--- src/rtl/gpio_pkg.sv ---
package gpio_pkg;
  typedef enum logic [1:0] {
    PF_GPIO = 2'd0,
    PF_WAIT = 2'd1,
    PF_CS   = 2'd2
  } pin_fn_e;

  localparam logic ADDR_DATA = 1'b0;
  localparam logic ADDR_DIR  = 1'b1;
endpackage

--- src/rtl/gpio_sync.sv ---
module gpio_sync #(
  parameter int W      = 8,
  parameter int STAGES = 2
) (
  input  logic         clk,
  input  logic         rst_n,
  input  logic [W-1:0] d,
  output logic [W-1:0] q
);
  // STAGES must be at least 2
  logic [STAGES-1:0][W-1:0] stg;

  always_ff @(posedge clk or negedge rst_n) begin
    if (!rst_n) stg <= '0;
    else        stg <= {stg[STAGES-2:0], d};
  end

  assign q = stg[STAGES-1];
endmodule

--- src/rtl/gpio_regs.sv ---
module gpio_regs
  import gpio_pkg::*;
#(
  parameter int W           = 8,
  parameter int RO_BIT      = 6,
  parameter int SYNC_STAGES = 2
) (
  input  logic         clk,
  input  logic         rst_n,
  input  logic         req_valid,
  output logic         req_ready,
  input  logic         req_write,
  input  logic         req_addr,
  input  logic [W-1:0] req_wdata,
  output logic         rsp_valid,
  input  logic         rsp_ready,
  output logic [W-1:0] rsp_data,
  input  logic [W-1:0] pin_sync,
  output logic [W-1:0] data_q,
  output logic [W-1:0] dir_q
);
  localparam int FILL_W = $clog2(SYNC_STAGES + 1);

  logic [W-1:0]      gp_q;
  logic              ro_q;
  logic              cap_done;
  logic [FILL_W-1:0] fill;
  logic [W-1:0]      wr_mask;
  logic [W-1:0]      rd_val;
  logic              accept;

  always_comb begin
    wr_mask         = '1;
    wr_mask[RO_BIT] = 1'b0;
  end

  assign req_ready = ~rsp_valid | rsp_ready;
  assign accept    = req_valid & req_ready;
  assign data_q    = (gp_q & wr_mask) | ({W{ro_q}} & ~wr_mask);

  always_comb begin
    if (req_addr == ADDR_DIR) rd_val = dir_q;
    else                      rd_val = (dir_q & data_q) | (~dir_q & pin_sync);
  end

  always_ff @(posedge clk or negedge rst_n) begin
    if (!rst_n) begin
      gp_q      <= '0;
      dir_q     <= '0;
      ro_q      <= 1'b0;
      cap_done  <= 1'b0;
      fill      <= '0;
      rsp_valid <= 1'b0;
      rsp_data  <= '0;
    end else begin
      if (!cap_done) begin
        if (fill == FILL_W'(SYNC_STAGES)) begin
          ro_q     <= pin_sync[RO_BIT];
          cap_done <= 1'b1;
        end else begin
          fill <= fill + 1'b1;
        end
      end
      if (accept && req_write) begin
        if (req_addr == ADDR_DIR) dir_q <= req_wdata;
        else                      gp_q  <= req_wdata & wr_mask;
      end
      if (accept && !req_write) begin
        rsp_valid <= 1'b1;
        rsp_data  <= rd_val;
      end else if (rsp_ready) begin
        rsp_valid <= 1'b0;
      end
    end
  end


  rsp_hold_chk: assert property (@(posedge clk) disable iff (!rst_n)
    rsp_valid && !rsp_ready |=> rsp_valid && $stable(rsp_data));


  rd_rsp_chk: assert property (@(posedge clk) disable iff (!rst_n)
    accept && !req_write |=> rsp_valid);


  dir_wr_chk: assert property (@(posedge clk) disable iff (!rst_n)
    accept && req_write && (req_addr == ADDR_DIR) |=> dir_q == $past(req_wdata));


  ro_hold_chk: assert property (@(posedge clk) disable iff (!rst_n)
    cap_done |=> $stable(data_q[RO_BIT]));
endmodule

--- src/rtl/gpio_alt_sel.sv ---
module gpio_alt_sel
  import gpio_pkg::*;
(
  input  logic mode_ext,
  input  logic wait_sel_a,
  input  logic wait_sel_b,
  input  logic cs_en,
  input  logic cs_n_in,
  input  logic dir_bit,
  input  logic data_bit,
  input  logic pin_sync_bit,
  output logic oe,
  output logic out,
  output logic wait_out
);
  pin_fn_e fn;

  always_comb begin
    if (!mode_ext)                    fn = PF_GPIO;
    else if (wait_sel_a | wait_sel_b) fn = PF_WAIT;
    else if (cs_en)                   fn = PF_CS;
    else                              fn = PF_GPIO;
  end

  always_comb begin
    oe       = 1'b0;
    out      = 1'b0;
    wait_out = 1'b0;
    unique case (fn)
      PF_WAIT: wait_out = pin_sync_bit;
      PF_CS: begin
        oe  = 1'b1;
        out = cs_n_in;
      end
      default: begin
        oe  = dir_bit;
        out = data_bit;
      end
    endcase
  end
endmodule

--- src/rtl/gpio8_port.sv ---
module gpio8_port #(
  parameter int W           = 8,
  parameter int RO_BIT      = 6,
  parameter int ALT_BIT     = 7,
  parameter int SYNC_STAGES = 2
) (
  input  logic         clk,
  input  logic         rst_n,
  input  logic         mode_ext,
  input  logic         wait_sel_a,
  input  logic         wait_sel_b,
  input  logic         cs_en,
  input  logic         cs_n_in,
  input  logic         req_valid,
  output logic         req_ready,
  input  logic         req_write,
  input  logic         req_addr,
  input  logic [W-1:0] req_wdata,
  output logic         rsp_valid,
  input  logic         rsp_ready,
  output logic [W-1:0] rsp_data,
  input  logic [W-1:0] pad_in,
  output logic [W-1:0] pad_out,
  output logic [W-1:0] pad_oe,
  output logic         wait_out
);
  logic [W-1:0] pin_sync;
  logic [W-1:0] data_q;
  logic [W-1:0] dir_q;
  logic         alt_oe;
  logic         alt_out;

  gpio_sync #(.W(W), .STAGES(SYNC_STAGES)) u_sync (
    .clk(clk), .rst_n(rst_n), .d(pad_in), .q(pin_sync)
  );

  gpio_regs #(.W(W), .RO_BIT(RO_BIT), .SYNC_STAGES(SYNC_STAGES)) u_regs (
    .clk(clk), .rst_n(rst_n),
    .req_valid(req_valid), .req_ready(req_ready), .req_write(req_write),
    .req_addr(req_addr), .req_wdata(req_wdata),
    .rsp_valid(rsp_valid), .rsp_ready(rsp_ready), .rsp_data(rsp_data),
    .pin_sync(pin_sync), .data_q(data_q), .dir_q(dir_q)
  );

  gpio_alt_sel u_alt (
    .mode_ext(mode_ext), .wait_sel_a(wait_sel_a), .wait_sel_b(wait_sel_b),
    .cs_en(cs_en), .cs_n_in(cs_n_in),
    .dir_bit(dir_q[ALT_BIT]), .data_bit(data_q[ALT_BIT]),
    .pin_sync_bit(pin_sync[ALT_BIT]),
    .oe(alt_oe), .out(alt_out), .wait_out(wait_out)
  );

  for (genvar i = 0; i < W; i++) begin : g_pin
    if (i == ALT_BIT) begin : g_alt
      assign pad_oe[i]  = alt_oe;
      assign pad_out[i] = alt_out;
    end else if (i == RO_BIT) begin : g_ro
      assign pad_oe[i]  = 1'b0;
      assign pad_out[i] = 1'b0;
    end else begin : g_gp
      assign pad_oe[i]  = dir_q[i];
      assign pad_out[i] = data_q[i];
    end
  end


  wait_pin_chk: assert property (@(posedge clk) disable iff (!rst_n)
    mode_ext && (wait_sel_a || wait_sel_b) |-> !pad_oe[ALT_BIT] && (wait_out == pin_sync[ALT_BIT]));


  cs_pin_chk: assert property (@(posedge clk) disable iff (!rst_n)
    mode_ext && !wait_sel_a && !wait_sel_b && cs_en |-> pad_oe[ALT_BIT] && (pad_out[ALT_BIT] == cs_n_in));


  single_pin_chk: assert property (@(posedge clk) disable iff (!rst_n)
    !mode_ext |-> !wait_out && (pad_oe[ALT_BIT] == dir_q[ALT_BIT]));


  ro_pad_chk: assert property (@(posedge clk) disable iff (!rst_n)
    $rose(dir_q[RO_BIT]) |-> !pad_oe[RO_BIT]);
endmodule

--- config.mk ---
export PLATFORM = sky130hd
export DESIGN_NAME = gpio8_port
export DESIGN_NICKNAME = d
export VERILOG_FILES = /design/src/rtl/gpio_pkg.sv /design/src/rtl/gpio_sync.sv /design/src/rtl/gpio_regs.sv /design/src/rtl/gpio_alt_sel.sv /design/src/rtl/gpio8_port.sv
export SDC_FILE = /design/constraint.sdc
export NUM_CORES = 1
export LEC_CHECK = 0
export ABC_AREA = 0
export ABC_CLOCK_PERIOD_IN_PS = 3900
export BUFFER_PORTS_ARGS = -buffer_cell sky130_fd_sc_hd__buf_2
export CAP_MARGIN = 5
export CORE_UTILIZATION = 50
export DETAILED_ROUTE_END_ITERATION = 6
export GPL_ROUTABILITY_DRIVEN = 0
export PLACE_DENSITY = 0.78
export SYNTH_ARGS = -nofsm -noshare
export SYNTH_HDL_FRONTEND = slang
export SYNTH_SLANG_ARGS = --single-unit
--- constraint.sdc ---
create_clock -name clk -period 3.9 [get_ports clk]
set_clock_uncertainty 0.15 [all_clocks]
set_input_delay 0.195 -clock clk [delete_from_list [all_inputs] [get_ports clk]]
set_output_delay 0.195 -clock clk [all_outputs]
set_load 0.05 [all_outputs]
==> metrics.cfg <==
[global_routing]
grt.overflow.total=0
grt_usage_pct=19.01
grt_start_max_net_pins=45
grt_pass1_vias=1111
antenna_found_initial=0
grt_first_pass_wirelength_mm=4.857

[synthesis]
seq_area_frac_synth_pct=61.07
ys_seq_elements=44
syn_inst=133
ys_warn_count=0
synth.avg_cell_area_um2=13.56
synthDistinctLibCells=20
syn_area_um2=1803

[clocking]
clk_latency_ns=0.34
cts_hold_buf=17
cts_buffers=5
cts_tree=yes
cts.repair.resized=0
clk_path_buf_depth=2
clock_sinks=44
cts-htree-levels=2
cts_root_buf=clkbuf_4
clkTransAtPathRegs_ns=0.11
postCtsSetupBuffers=0

[layout]
syn2layout_area_growth_pct=25.05
drive_above_1_share_pct=44.16
nets=226
antenna_cells=0
layout_common_cells=buf_2 (51), dfrtp_1 (44), mux2_2 (25)
mostFrequentLayoutCell=buf_2

[route]
drc_errors=0
ant_nets=0
vias=1177
wl_per_cell_um=13.35
wirelength_mm=3.243
drtPass1Iterations=4
drt-initial-drc-count=17
routed_via_density=4.844

[sta]
drv_slew=0
hold_viol=0
min_period_over_period_pct=45.06
worstMarginPinSlew_ns=0.9237
setup_viol=0
fin_setup_tns_ns=0
fmax_mhz=569.1
hold_ws_ns=0.06871
min_period_ns=1.757
rsz0062_at_grt=false
relSlewSlack_pct=38.42

[worst_setup_path]
worst_setup_path_end_kind=primary output
required_ns=3.56
critPathTopFamily=adder cells
cpMostUsedCell=buf_2
crit_chain=buf_2, nor2_1, nand3_1, ha_1, mux2_2, buf_2
cp_data_arrival_time_ns=1.41
crit_slowest_cell=ha_1
max_stage_delay_ns=0.33
cp-start-kind=primary input
cp_max_fo=3
crit_buf_inv=2
criticalPathCategory=in2out

[floorplanning]
initial_core_util_pct=53.19
die_x_um=62.05
ios=54
die_height_um=62.05
die-area_um2=3850
num_rows=21
core-area_um2=3390

[power_and_ir_drop]
vdd_ir_drop_max_v=0.0003762
pwr_density_cell_nw_per_um2=543.6
power_leakage_nw=1.060

[placed_design]
hpwl_mm=2.222
io_buffers=51

[hold_path]
hp-class=in2reg

[run]
drv_cap=0

[outcome]
status=complete, no violations

path summary, 6_finish.rpt:
kind                                               from                           end  slack, ns  depth (start not counted)
min in group asynchronous                         rst_n   u_regs.dir_q[3]$_DFFE_PN0P_       0.37                          2
min reg2reg                     u_sync.stg[4]$_DFF_PN0_         u_sync.q[4]$_DFF_PN0_       0.21                          0
max                                          wait_sel_b                     pad_oe[7]       2.14                          6
max in group asynchronous                         rst_n    u_regs.gp_q[1]$_DFFE_PN0P_       2.66                          2
min                                           req_valid  u_regs.rsp_valid$_DFFE_PN0P_       0.07                          3
max reg2reg                u_regs.rsp_valid$_DFFE_PN0P_    u_regs.gp_q[3]$_DFFE_PN0P_       2.30                          3
layer usage:
metal	wire length (um)	share of wire, %	global-route usage, %	vias up
li1	-	-	-	557
met1	1310	40	20.39	567
met2	1691	52	34.04	45
met3	181	5.6	6.625	8
met4	60	1.9	7.619	0
met5	0	0	0	-
state kept, by name, indices dropped and copies added (netlist names):
| name | count |
|---|---|
| u_sync.stg | 8 |
| u_regs.dir_q | 8 |
| u_regs.fill | 2 |
| u_regs.cap_done | 1 |
| u_regs.gp_q | 7 |
| u_regs.rsp_data | 8 |
| u_regs.rsp_valid | 1 |
| u_sync.q | 8 |
| u_regs.ro_q | 1 |
cells in the mapped netlist, drive strengths merged:
cell type / n / share of area, %
and2: 1 / 0.35
buf: 12 / 5.0
clkbuf: 1 / 0.21
conb: 1 / 0.21
dfrtp: 44 / 61
ha: 3 / 2.1
inv: 4 / 0.83
mux2: 25 / 16
nand2: 5 / 1.0
nand2b: 10 / 3.5
nand3: 1 / 0.28
nand4: 1 / 1.2
nor2: 2 / 0.83
nor2b: 2 / 1.1
nor3: 1 / 0.90
o21ai: 18 / 5.0
or2: 1 / 0.35
xnor2: 1 / 0.49
final cells by class:
cell class / instances / area [um2]
Sequential cell: 44 / 1101
Timing Repair Buffer: 68 / 425.4
Fill cell: 270 / 1135
Multi-Input combinational cell: 73 / 596.8
Tap cell: 46 / 57.56
Inverter: 4 / 15.01
Clock buffer: 8 / 58.81
logic make-up (layout without fill, tap and decap cells):
kind of cell,after synthesis,in the layout,synth area share [%]
flip-flops,44,44,61.07
AND/OR/NAND/NOR,24,24,9.508
AO/OA/AOI/OAI,18,18,4.997
XOR/XNOR,1,1,0.4859
adder cells (fa/ha/maj),3,3,2.082
other,1,2,0.2080
buffers and inverters,17,80,6.037
multiplexers,25,25,15.61
power by group:
part	internal (mW)	switching, mW
logic	0.127	0.307
registers	0.528	0.0435
clock network	0.0891	0.131
total	0.744	0.482
stage by stage:
stage               std cells  worst slack, ns  power, mW  area (um2)  utilization (%)
finish                    243            2.143      1.226        2255            66.52
global route              243            2.034      1.294        2255            66.52
CTS                       243            2.139      1.238        2255            66.52
detailed placement        218            2.140      1.005        2026            59.76
global placement          218            2.191     0.9904        2026            59.76
floorplan                 134            1.873     0.9187        1807                -
worst min-delay path, cell delays in order:
cell,delay [ns]
buf_2,0.13
nand2b_1,0.11
nand2_1,0.09
Power figures use the tool's default switching activity.
